==> src/rtl/cfs_pkg.sv <==
package cfs_pkg;

    typedef enum logic [1:0] {
        ST_IDLE = 2'd0,
        ST_MARK = 2'd1,
        ST_SEND = 2'd2
    } cfs_state_e;

endpackage

==> src/rtl/cfs_mode_latch.sv <==
module cfs_mode_latch (
    input  logic clk,
    input  logic rst_n,
    input  logic strap_wide,
    input  logic strap_paced,
    output logic mode_wide,
    output logic mode_paced
);

    // Straps are followed only while reset is held.
    always_ff @(posedge clk) begin
        if (!rst_n) begin
            mode_wide  <= strap_wide;
            mode_paced <= strap_paced;
        end
    end

endmodule

==> src/rtl/cfs_xfer_counter.sv <==
module cfs_xfer_counter #(
    parameter int CELL_BYTES = 53,
    parameter int IDX_W      = 7
) (
    input  logic             clk,
    input  logic             rst_n,
    input  logic             clear,
    input  logic             advance,
    input  logic             wide,
    output logic [IDX_W-1:0] idx,
    output logic             at_last
);

    localparam logic [IDX_W-1:0] LAST_NIB  = IDX_W'(2 * CELL_BYTES - 1);
    localparam logic [IDX_W-1:0] LAST_BYTE = IDX_W'(CELL_BYTES + (CELL_BYTES % 2) - 1);

    assign at_last = (idx == (wide ? LAST_BYTE : LAST_NIB));

    always_ff @(posedge clk) begin
        if (!rst_n) begin
            idx <= '0;
        end else if (clear) begin
            idx <= '0;
        end else if (advance) begin
            idx <= idx + 1'b1;
        end
    end

endmodule

==> src/rtl/cfs_lane_select.sv <==
module cfs_lane_select #(
    parameter int CELL_BYTES = 53,
    parameter int DATA_W     = 8,
    parameter int IDX_W      = 7
) (
    input  logic              wide,
    input  logic [IDX_W-1:0]  idx,
    input  logic [DATA_W-1:0] hold,
    input  logic [DATA_W-1:0] in_byte,
    output logic [DATA_W-1:0] lane,
    output logic              take,
    output logic              hold_load
);

    localparam int               NIB_W    = DATA_W / 2;
    localparam logic [IDX_W-1:0] CELL_L   = IDX_W'(CELL_BYTES);
    localparam logic [IDX_W-1:0] LAST_NIB = IDX_W'(2 * CELL_BYTES - 1);

    logic [IDX_W-1:0] idx_pair;
    logic [IDX_W-1:0] idx_next;

    assign idx_pair = idx ^ IDX_W'(1);
    assign idx_next = idx + IDX_W'(1);

    always_comb begin
        lane      = '0;
        take      = 1'b0;
        hold_load = 1'b0;
        if (!wide) begin
            // Upper nibble on even transfers, lower on odd ones.
            lane      = {{NIB_W{1'b0}}, idx[0] ? hold[NIB_W-1:0] : hold[DATA_W-1:NIB_W]};
            take      = idx[0] && (idx != LAST_NIB);
            hold_load = take;
        end else if (!idx[0]) begin
            // Even transfer: the higher byte of the pair goes out as it arrives.
            take      = (idx_pair < CELL_L);
            lane      = take ? in_byte : '0;
            hold_load = 1'b0;
        end else begin
            // Odd transfer: the held lower byte goes out, the next one is fetched.
            lane      = hold;
            take      = (idx_next < CELL_L);
            hold_load = take;
        end
    end

endmodule

==> src/rtl/cell_frame_serializer.sv <==
module cell_frame_serializer
    import cfs_pkg::*;
#(
    parameter int CELL_BYTES = 53,
    parameter int DATA_W     = 8
) (
    input  logic              clk,
    input  logic              rst_n,
    input  logic              strap_wide,
    input  logic              strap_paced,
    input  logic              ext_adv,
    input  logic [DATA_W-1:0] src_data,
    input  logic              src_sof,
    input  logic              src_valid,
    output logic              src_ready,
    output logic [DATA_W-1:0] lane_data,
    output logic              lane_mark,
    output logic              xfer_en
);

    localparam int IDX_W = $clog2(2 * CELL_BYTES + 1);

    logic              mode_wide;
    logic              mode_paced;
    logic              step;
    cfs_state_e        st;
    cfs_state_e        st_nx;
    logic [IDX_W-1:0]  xfer_idx;
    logic              at_last;
    logic [DATA_W-1:0] lane_nx;
    logic              mid_take;
    logic              hold_load;
    logic [DATA_W-1:0] hold;
    logic              sof_take;
    logic              cnt_adv;

    cfs_mode_latch u_mode (
        .clk        (clk),
        .rst_n      (rst_n),
        .strap_wide (strap_wide),
        .strap_paced(strap_paced),
        .mode_wide  (mode_wide),
        .mode_paced (mode_paced)
    );

    cfs_xfer_counter #(
        .CELL_BYTES(CELL_BYTES),
        .IDX_W     (IDX_W)
    ) u_count (
        .clk    (clk),
        .rst_n  (rst_n),
        .clear  (sof_take),
        .advance(cnt_adv),
        .wide   (mode_wide),
        .idx    (xfer_idx),
        .at_last(at_last)
    );

    cfs_lane_select #(
        .CELL_BYTES(CELL_BYTES),
        .DATA_W    (DATA_W),
        .IDX_W     (IDX_W)
    ) u_lane (
        .wide     (mode_wide),
        .idx      (xfer_idx),
        .hold     (hold),
        .in_byte  (src_data),
        .lane     (lane_nx),
        .take     (mid_take),
        .hold_load(hold_load)
    );

    assign step = mode_paced ? ext_adv : 1'b1;

    // Next state and byte-take decisions.
    always_comb begin
        st_nx     = st;
        src_ready = 1'b0;
        sof_take  = 1'b0;
        cnt_adv   = 1'b0;
        unique case (st)
            ST_IDLE: begin
                src_ready = step;
                if (step && src_valid && src_sof) begin
                    sof_take = 1'b1;
                    st_nx    = ST_MARK;
                end
            end
            ST_MARK: begin
                src_ready = step && mid_take;
                if (step) begin
                    cnt_adv = 1'b1;
                    st_nx   = ST_SEND;
                end
            end
            ST_SEND: begin
                if (step) begin
                    if (at_last) begin
                        src_ready = 1'b1;
                        if (src_valid && src_sof) begin
                            sof_take = 1'b1;
                            st_nx    = ST_MARK;
                        end else begin
                            st_nx = ST_IDLE;
                        end
                    end else begin
                        src_ready = mid_take;
                        cnt_adv   = 1'b1;
                    end
                end
            end
            default: st_nx = ST_IDLE;
        endcase
    end

    // State register.
    always_ff @(posedge clk) begin
        if (!rst_n) begin
            st <= ST_IDLE;
        end else begin
            st <= st_nx;
        end
    end

    // Output and hold registers.
    always_ff @(posedge clk) begin
        if (!rst_n) begin
            lane_data <= '0;
            lane_mark <= 1'b0;
            xfer_en   <= 1'b0;
            hold      <= '0;
        end else begin
            xfer_en <= step;
            if (step) begin
                unique case (st)
                    ST_IDLE:          lane_data <= '0;
                    ST_MARK, ST_SEND: lane_data <= lane_nx;
                    default:          lane_data <= '0;
                endcase
                lane_mark <= sof_take;
                if (sof_take || (hold_load && (st != ST_IDLE))) begin
                    hold <= src_data;
                end
            end
        end
    end

endmodule

==> config.mk <==
export PLATFORM = sky130hd
export DESIGN_NAME = cell_frame_serializer
export DESIGN_NICKNAME = d
export VERILOG_FILES = /design/src/rtl/cfs_pkg.sv /design/src/rtl/cfs_mode_latch.sv /design/src/rtl/cfs_xfer_counter.sv /design/src/rtl/cfs_lane_select.sv /design/src/rtl/cell_frame_serializer.sv
export SDC_FILE = /design/constraint.sdc
export NUM_CORES = 1
export LEC_CHECK = 0
export BUFFER_PORTS_ARGS = -buffer_cell sky130_fd_sc_hd__buf_2
export CORE_UTILIZATION = 45
export DETAILED_ROUTE_END_ITERATION = 6
export PLACE_DENSITY = 0.73
export SYNTH_ARGS = -nofsm -noshare
export SYNTH_HDL_FRONTEND = slang
export SYNTH_HIERARCHICAL = 1
export SYNTH_SLANG_ARGS = --single-unit
==> constraint.sdc <==
create_clock -name clk -period 6 [get_ports clk]
set_clock_uncertainty 0.1 [all_clocks]
set_input_delay 0.6 -clock clk [delete_from_list [all_inputs] [get_ports clk]]
set_output_delay 0.6 -clock clk [all_outputs]
set_load 0.02 [all_outputs]
After elaboration in Yosys (flattened, before gate mapping). Cells that the tools add are included.

Flip-flop bits (word level): 29. Input port bits: 15. Word-level logic and storage cells: 63.

Add/sub/neg operators: 1. Order comparisons: 2. Equal/unequal tests: 8. Mux-type cells: 29. Bitwise logic cells: 2. Reduce and logical (&&, ||, !) cells: 13.

Operator list (number): $mux 8 (4); $mux 1 (15); $lt 7x6->1 const B (2); $mux 2 (4); $ne 2x2->1 const B (4); $add 7x1->7 const B (1); $eq 7x7->1 (1); $mux 7 (1); $ne 7x7->1 const B (1); $logic_and 1x1->1 (6); $pmux 2 s3 (1); $mux 4 (1); $pmux 1 s2 (2); $reduce_and 4->1 (1); $reduce_or 2->1 (2); $pmux 1 s3 (1); $eq 2x1->1 const B (1); $eq 2x2->1 const B (1); $logic_not 2->1 (1); $not 1->1 (2); $reduce_and 2->1 (1); $reduce_bool 2->1 (1); $logic_or 1x1->1 (1).

Depth between registers and ports, before layout.
Depth after elaboration: 7. Gate-level depth with buffers: 10. Mapped depth without buffers: 9.

Cells and area by module. Netlist, hierarchy kept.

Modules (own cells, without submodules): cell_frame_serializer (instances 1, cells each 105, area an instance 938.4 um^2, sequential area each 400.4 um^2); cfs_lane_select (instances 1, cells each 48, area an instance 349.1 um^2, sequential area each 0.0 um^2); cfs_xfer_counter (instances 1, cells each 40, area an instance 340.3 um^2, sequential area each 140.1 um^2); cfs_mode_latch (instances 1, cells each 3, area an instance 63.8 um^2, sequential area each 60.1 um^2).

Worst setup path after synthesis. Ideal clock, no wire load.

Path type: register to output. Start point: reg u_count.idx[1]. End point: out src_ready. Data arrival time: 1994 ps. Slack: 3306 ps. Stages on the path, launching flop included: 9. Cell sequence: dfxtp_1 > inv_1 > ha_1 > nor2_1 > o311ai_1 > o2111ai_2 > nand2_1 > nand2_1 > a211oi_1.

Word-level cells in the longest chain between the ends: 7.

Ends and longest elaborated chain: start, declared (RTL line cfs_xfer_counter.sv:10) `output logic [IDX_W-1:0] idx,`; start signal, assigned (RTL line cfs_xfer_counter.sv:25) `idx <= idx + 1'b1;`; $add 7x1->7 (RTL line cfs_lane_select.sv:23) `assign idx_next = idx + IDX_W'(1);`; $lt 7x6->1 (RTL line cfs_lane_select.sv:42) `take = (idx_next < CELL_L);`; $mux 1 (RTL line cfs_lane_select.sv:34) `end else if (!idx[0]) begin`; $mux 1 (*) (RTL line cfs_lane_select.sv:29) `if (!wide) begin`; named net mid_take (RTL line cell_frame_serializer.sv:31) `logic mid_take;`; $mux 1 (RTL line cell_frame_serializer.sv:98) `if (at_last) begin`; $mux 1 (RTL line cell_frame_serializer.sv:97) `if (step) begin`; $pmux 1 s3 (*) (RTL line cell_frame_serializer.sv:81) `unique case (st)`; end, declared (RTL line cell_frame_serializer.sv:15) `output logic src_ready,`.

The timed path passes the listed nets; every way through them passes the cells marked *.

Worst setup path after layout.
Start point: reg u_count.idx[0]. End point: out src_ready.

Word-level cells in the longest chain between the ends: 7.

Ends and longest elaborated chain (RTL line): $add 7x1->7 / $not 1->1 (equally long branches); $lt 7x6->1 (on tied branches) (cfs_lane_select.sv:42, cfs_lane_select.sv:36); $mux 1 (cfs_lane_select.sv:34); $mux 1 (*) (cfs_lane_select.sv:29); named net mid_take (cell_frame_serializer.sv:31); $mux 1 (cell_frame_serializer.sv:98); $mux 1 (cell_frame_serializer.sv:97); $pmux 1 s3 (*) (cell_frame_serializer.sv:81).

Marks and branches as above.

==> run summary <==
DRT
----------------------------------------------------------------------------------------
Routed via count                                                                    1513
DRC violation count after routing                                                      0
Count of nets left with antenna violations after detail routing                        0
Starting DRT DRC Count                                                               100
Vias per cell                                                                       5.71
Drt total wl                                                                     3.64 mm
Routed length per instance                                                  13.7 microns
Number of search-and-repair iterations in the first detailed-routing pass              4

CELLS AND AREA
----------------------------------------------------------------------------------------
Final instance count without filler cells                                            265
Area Overhead vs Synth                                                             14.0%
Fill cell instance count of the final layout                                         329
Footprint of the multi-input gates                                          0.00101 sq mm
Most frequent standard cell in the layout excluding fill and tap cells      sky130_fd_sc_hd__nand2_1
Most frequent cells in the layout                                           37 x sky130_fd_sc_hd__nand2_1, 27 x sky130_fd_sc_hd__dfxtp_1, 25 x sky130_fd_sc_hd__buf_2, 13 x sky130_fd_sc_hd__nor2_1
Share of layout cells above drive strength 1                                       20.1%
Antenna Diode Count                                                                    0
Final net count                                                                      241
Sequential standard cell area                                                  601 sq um

GLOBAL ROUTE
----------------------------------------------------------------------------------------
Antenna violations before repair                                                       0
Maximum number of pins on one net before global-route repair                          33
GRT Residual Overflow                                                                  0
Number of global-route vias before repair                                           1401
Wire length of the first global-routing pass                                     6.20 mm
Overall routing resource usage                                                     19.8%

DIE
----------------------------------------------------------------------------------------
Core outline area                                                           0.00347 sq mm
Y dimension of the die                                                      63.3 microns
Number of top-level pins                                                              26
Num rows                                                                              21
Horizontal extent of the die                                                63.3 microns
Initial Util                                                                       48.8%
Floorplan die area                                                          0.00401 sq mm

TIMING
----------------------------------------------------------------------------------------
Final worst-path setup slack                                                     2.50 ns
Final hold violations                                                                  0
Fmax                                                                             285 MHz
Total Neg Setup Slack                                                               0 ns
Count of final max-slew check failures                                                 0
Transition at the pin with the smallest max-transition slack                    0.858 ns
Final-report setup violation count                                                     0
Setup repair after global routing missed its margin                                   no
Worst-case headroom to the max-slew limit                                          42.7%
Final period demand of the worst path                                            3.50 ns
Post-route fraction of the period consumed by the critical path                    58.4%

YOSYS
----------------------------------------------------------------------------------------
Number of flip-flops and latches in the synthesized netlist                           29
Register area share after synthesis                                                35.5%
Synth Warn #                                                                           6
Post-synth cell types                                                                 47
Cell count after synthesis                                                           196
Main flop type after synthesis                                              sky130_fd_sc_hd__dfxtp_1
Asr flop ratio synth                                                                  0%
Post-synthesis average cell area                                              8.63 sq um
Post-Synthesis Net Count                                                             219
Netlist area before placement                                               0.00169 sq mm
Number of enable flip-flop cells after synthesis                                       2

PLACE
----------------------------------------------------------------------------------------
Post-place setup slack                                                           2.83 ns
Cell total after placement                                                           257
Input/output buffers                                                                  25
Half-perimeter wire length after placement                                       2.57 mm
Final weighted congestion in routability-driven placement                          0.820

PWR
----------------------------------------------------------------------------------------
Total design power                                                                568 uW
Worst IR Drop VDD                                                               0.196 mV
Pwr/cell area                                                                294 mW/mm^2
Leakage component of the power                                                  0.827 nW

WORST SETUP PATH
----------------------------------------------------------------------------------------
Maximum fanout encountered on the critical timing path                                23
Critical Path Source Type                                                       register
Worst Path Arrival                                                               2.80 ns
Required time of the critical path                                               5.30 ns
Startpoint-to-endpoint class of the critical path                           register to primary output
Element type at the critical path end                                       primary output

CLOCKING
----------------------------------------------------------------------------------------
Clock insertion delay at the later pin of the skew report                        0.28 ns
TritonCTS clock tree                                                                 yes
Clock slew seen by the registers of the worst setup and hold paths               0.06 ns
Number of buffers created by CTS                                                       5
Max clock buf depth                                                                    2
Number of H-tree branching levels                                                      2
Clk sinks                                                                             29
Count of hold-fix buffers inserted at cts                                              0
Setup bufs post-CTS                                                                    0
Resized Gates After CTS                                                                0
Clock tree root buffer cell                                                 sky130_fd_sc_hd__clkbuf_8

RUN STATUS
----------------------------------------------------------------------------------------
Result of the run                                                           finished, final reports clean

JOB
----------------------------------------------------------------------------------------
Max-cap violation count                                                                0

MIN PATH
----------------------------------------------------------------------------------------
Min-delay worst type                                                        register to register

per-stage QoR:
stage               util (%)  hold slack [ns]  cell area [sq um]
finish                  55.6            0.348               1930
detailed placement      52.7            0.342               1830
floorplan                  -            0.338               1690
global placement        52.7            0.336               1830
CTS                     55.6            0.352               1930
global route            55.6            0.374               1930
where the power goes:
group          internal (mW)  switching [mW]
clock network          0.103          0.0758
registers              0.214          0.0231
logic                 0.0599          0.0916
Yosys cell counts, types with 2 or more instances:
cell type                  number  area (sq um)
sky130_fd_sc_hd__nand3_1       10          50.1
sky130_fd_sc_hd__ha_1           8           100
sky130_fd_sc_hd__a21boi_1       8          60.1
sky130_fd_sc_hd__mux2i_1        8          80.1
sky130_fd_sc_hd__nand4_1        3          18.8
sky130_fd_sc_hd__clkbuf_1       4          15.0
sky130_fd_sc_hd__nand2b_1       4          25.0
sky130_fd_sc_hd__xor2_1         3          26.3
sky130_fd_sc_hd__buf_2          4          20.0
sky130_fd_sc_hd__xnor2_1        2          17.5
sky130_fd_sc_hd__or3_1          2          12.5
sky130_fd_sc_hd__a21oi_1        7          35.0
sky130_fd_sc_hd__nor2b_1        2          12.5
sky130_fd_sc_hd__nand2_1       37           139
sky130_fd_sc_hd__a211oi_1       2          15.0
sky130_fd_sc_hd__a222oi_1       4          40.0
sky130_fd_sc_hd__nor3b_1        2          15.0
sky130_fd_sc_hd__a32o_1         4          40.0
sky130_fd_sc_hd__inv_1         10          37.5
sky130_fd_sc_hd__edfxtp_1       2          60.1
sky130_fd_sc_hd__a21oi_2        2          17.5
sky130_fd_sc_hd__o21ai_0        2          10.0
sky130_fd_sc_hd__nor2_2         2          12.5
sky130_fd_sc_hd__nand4b_1       2          17.5
sky130_fd_sc_hd__o211a_1        2          20.0
sky130_fd_sc_hd__dfxtp_1       27           541
sky130_fd_sc_hd__nor2_1        13          48.8
per-layer routing:
layer | vias up | routed length (microns) | global-route usage, %
met1 | 704 | 1750 | 26.1
met3 | 10 | 188 | 4.53
met4 | 0 | 65 | 7.39
met2 | 55 | 1630 | 31.2
li1 | 744 | - | -
met5 | - | 0 | 0
state kept, by name, indices dropped and copies added, names as in the netlist:
register,cells
hold,8
lane_data,8
u_count/idx,7
st,2
lane_mark,1
u_mode/mode_paced,1
u_mode/mode_wide,1
xfer_en,1
critical path, stage by stage, from the launching register on:
cell and delay [ns]:
sky130_fd_sc_hd__dfxtp_1 0.88, sky130_fd_sc_hd__ha_1 0.39, sky130_fd_sc_hd__a21oi_1 0.08, sky130_fd_sc_hd__o211a_1 0.25, sky130_fd_sc_hd__nor3_2 0.17, sky130_fd_sc_hd__o2111ai_2 0.13, sky130_fd_sc_hd__nand2_1 0.12, sky130_fd_sc_hd__nand2_1 0.05
sky130_fd_sc_hd__a211oi_1 0.24, sky130_fd_sc_hd__buf_2 0.21
kinds of logic after synthesis:
logic type | after synthesis | synth area share, %
buffers and inverters | 20 | 5.03
adder cells (fa/ha/maj) | 8 | 5.92
AND/OR/NAND/NOR | 86 | 26.6
XOR/XNOR | 5 | 2.59
flip-flops | 29 | 35.5
multiplexers | 8 | 4.73
AO/OA/AOI/OAI | 40 | 19.6
cell type report:
cell class	instances	area share, %
Sequential cell	29	31.1
Multi-Input combinational cell	147	52.2
Clock buffer	7	5.00
Tap cell	46	2.99
Clock inverter	1	0.260
Inverter	10	1.95
Timing Repair Buffer	25	6.49
final timing paths:
kind	cells past startpoint	end	startpoint	slack, ns
min reg2reg	2	lane_data[6]	lane_data[6]	0.35
min	2	lane_data[6]	lane_data[6]	0.35
max	9	src_ready	u_count/idx[0]	2.50
max reg2reg	8	hold[0]	u_count/idx[0]	2.99
Power figures use the tool's default switching activity.
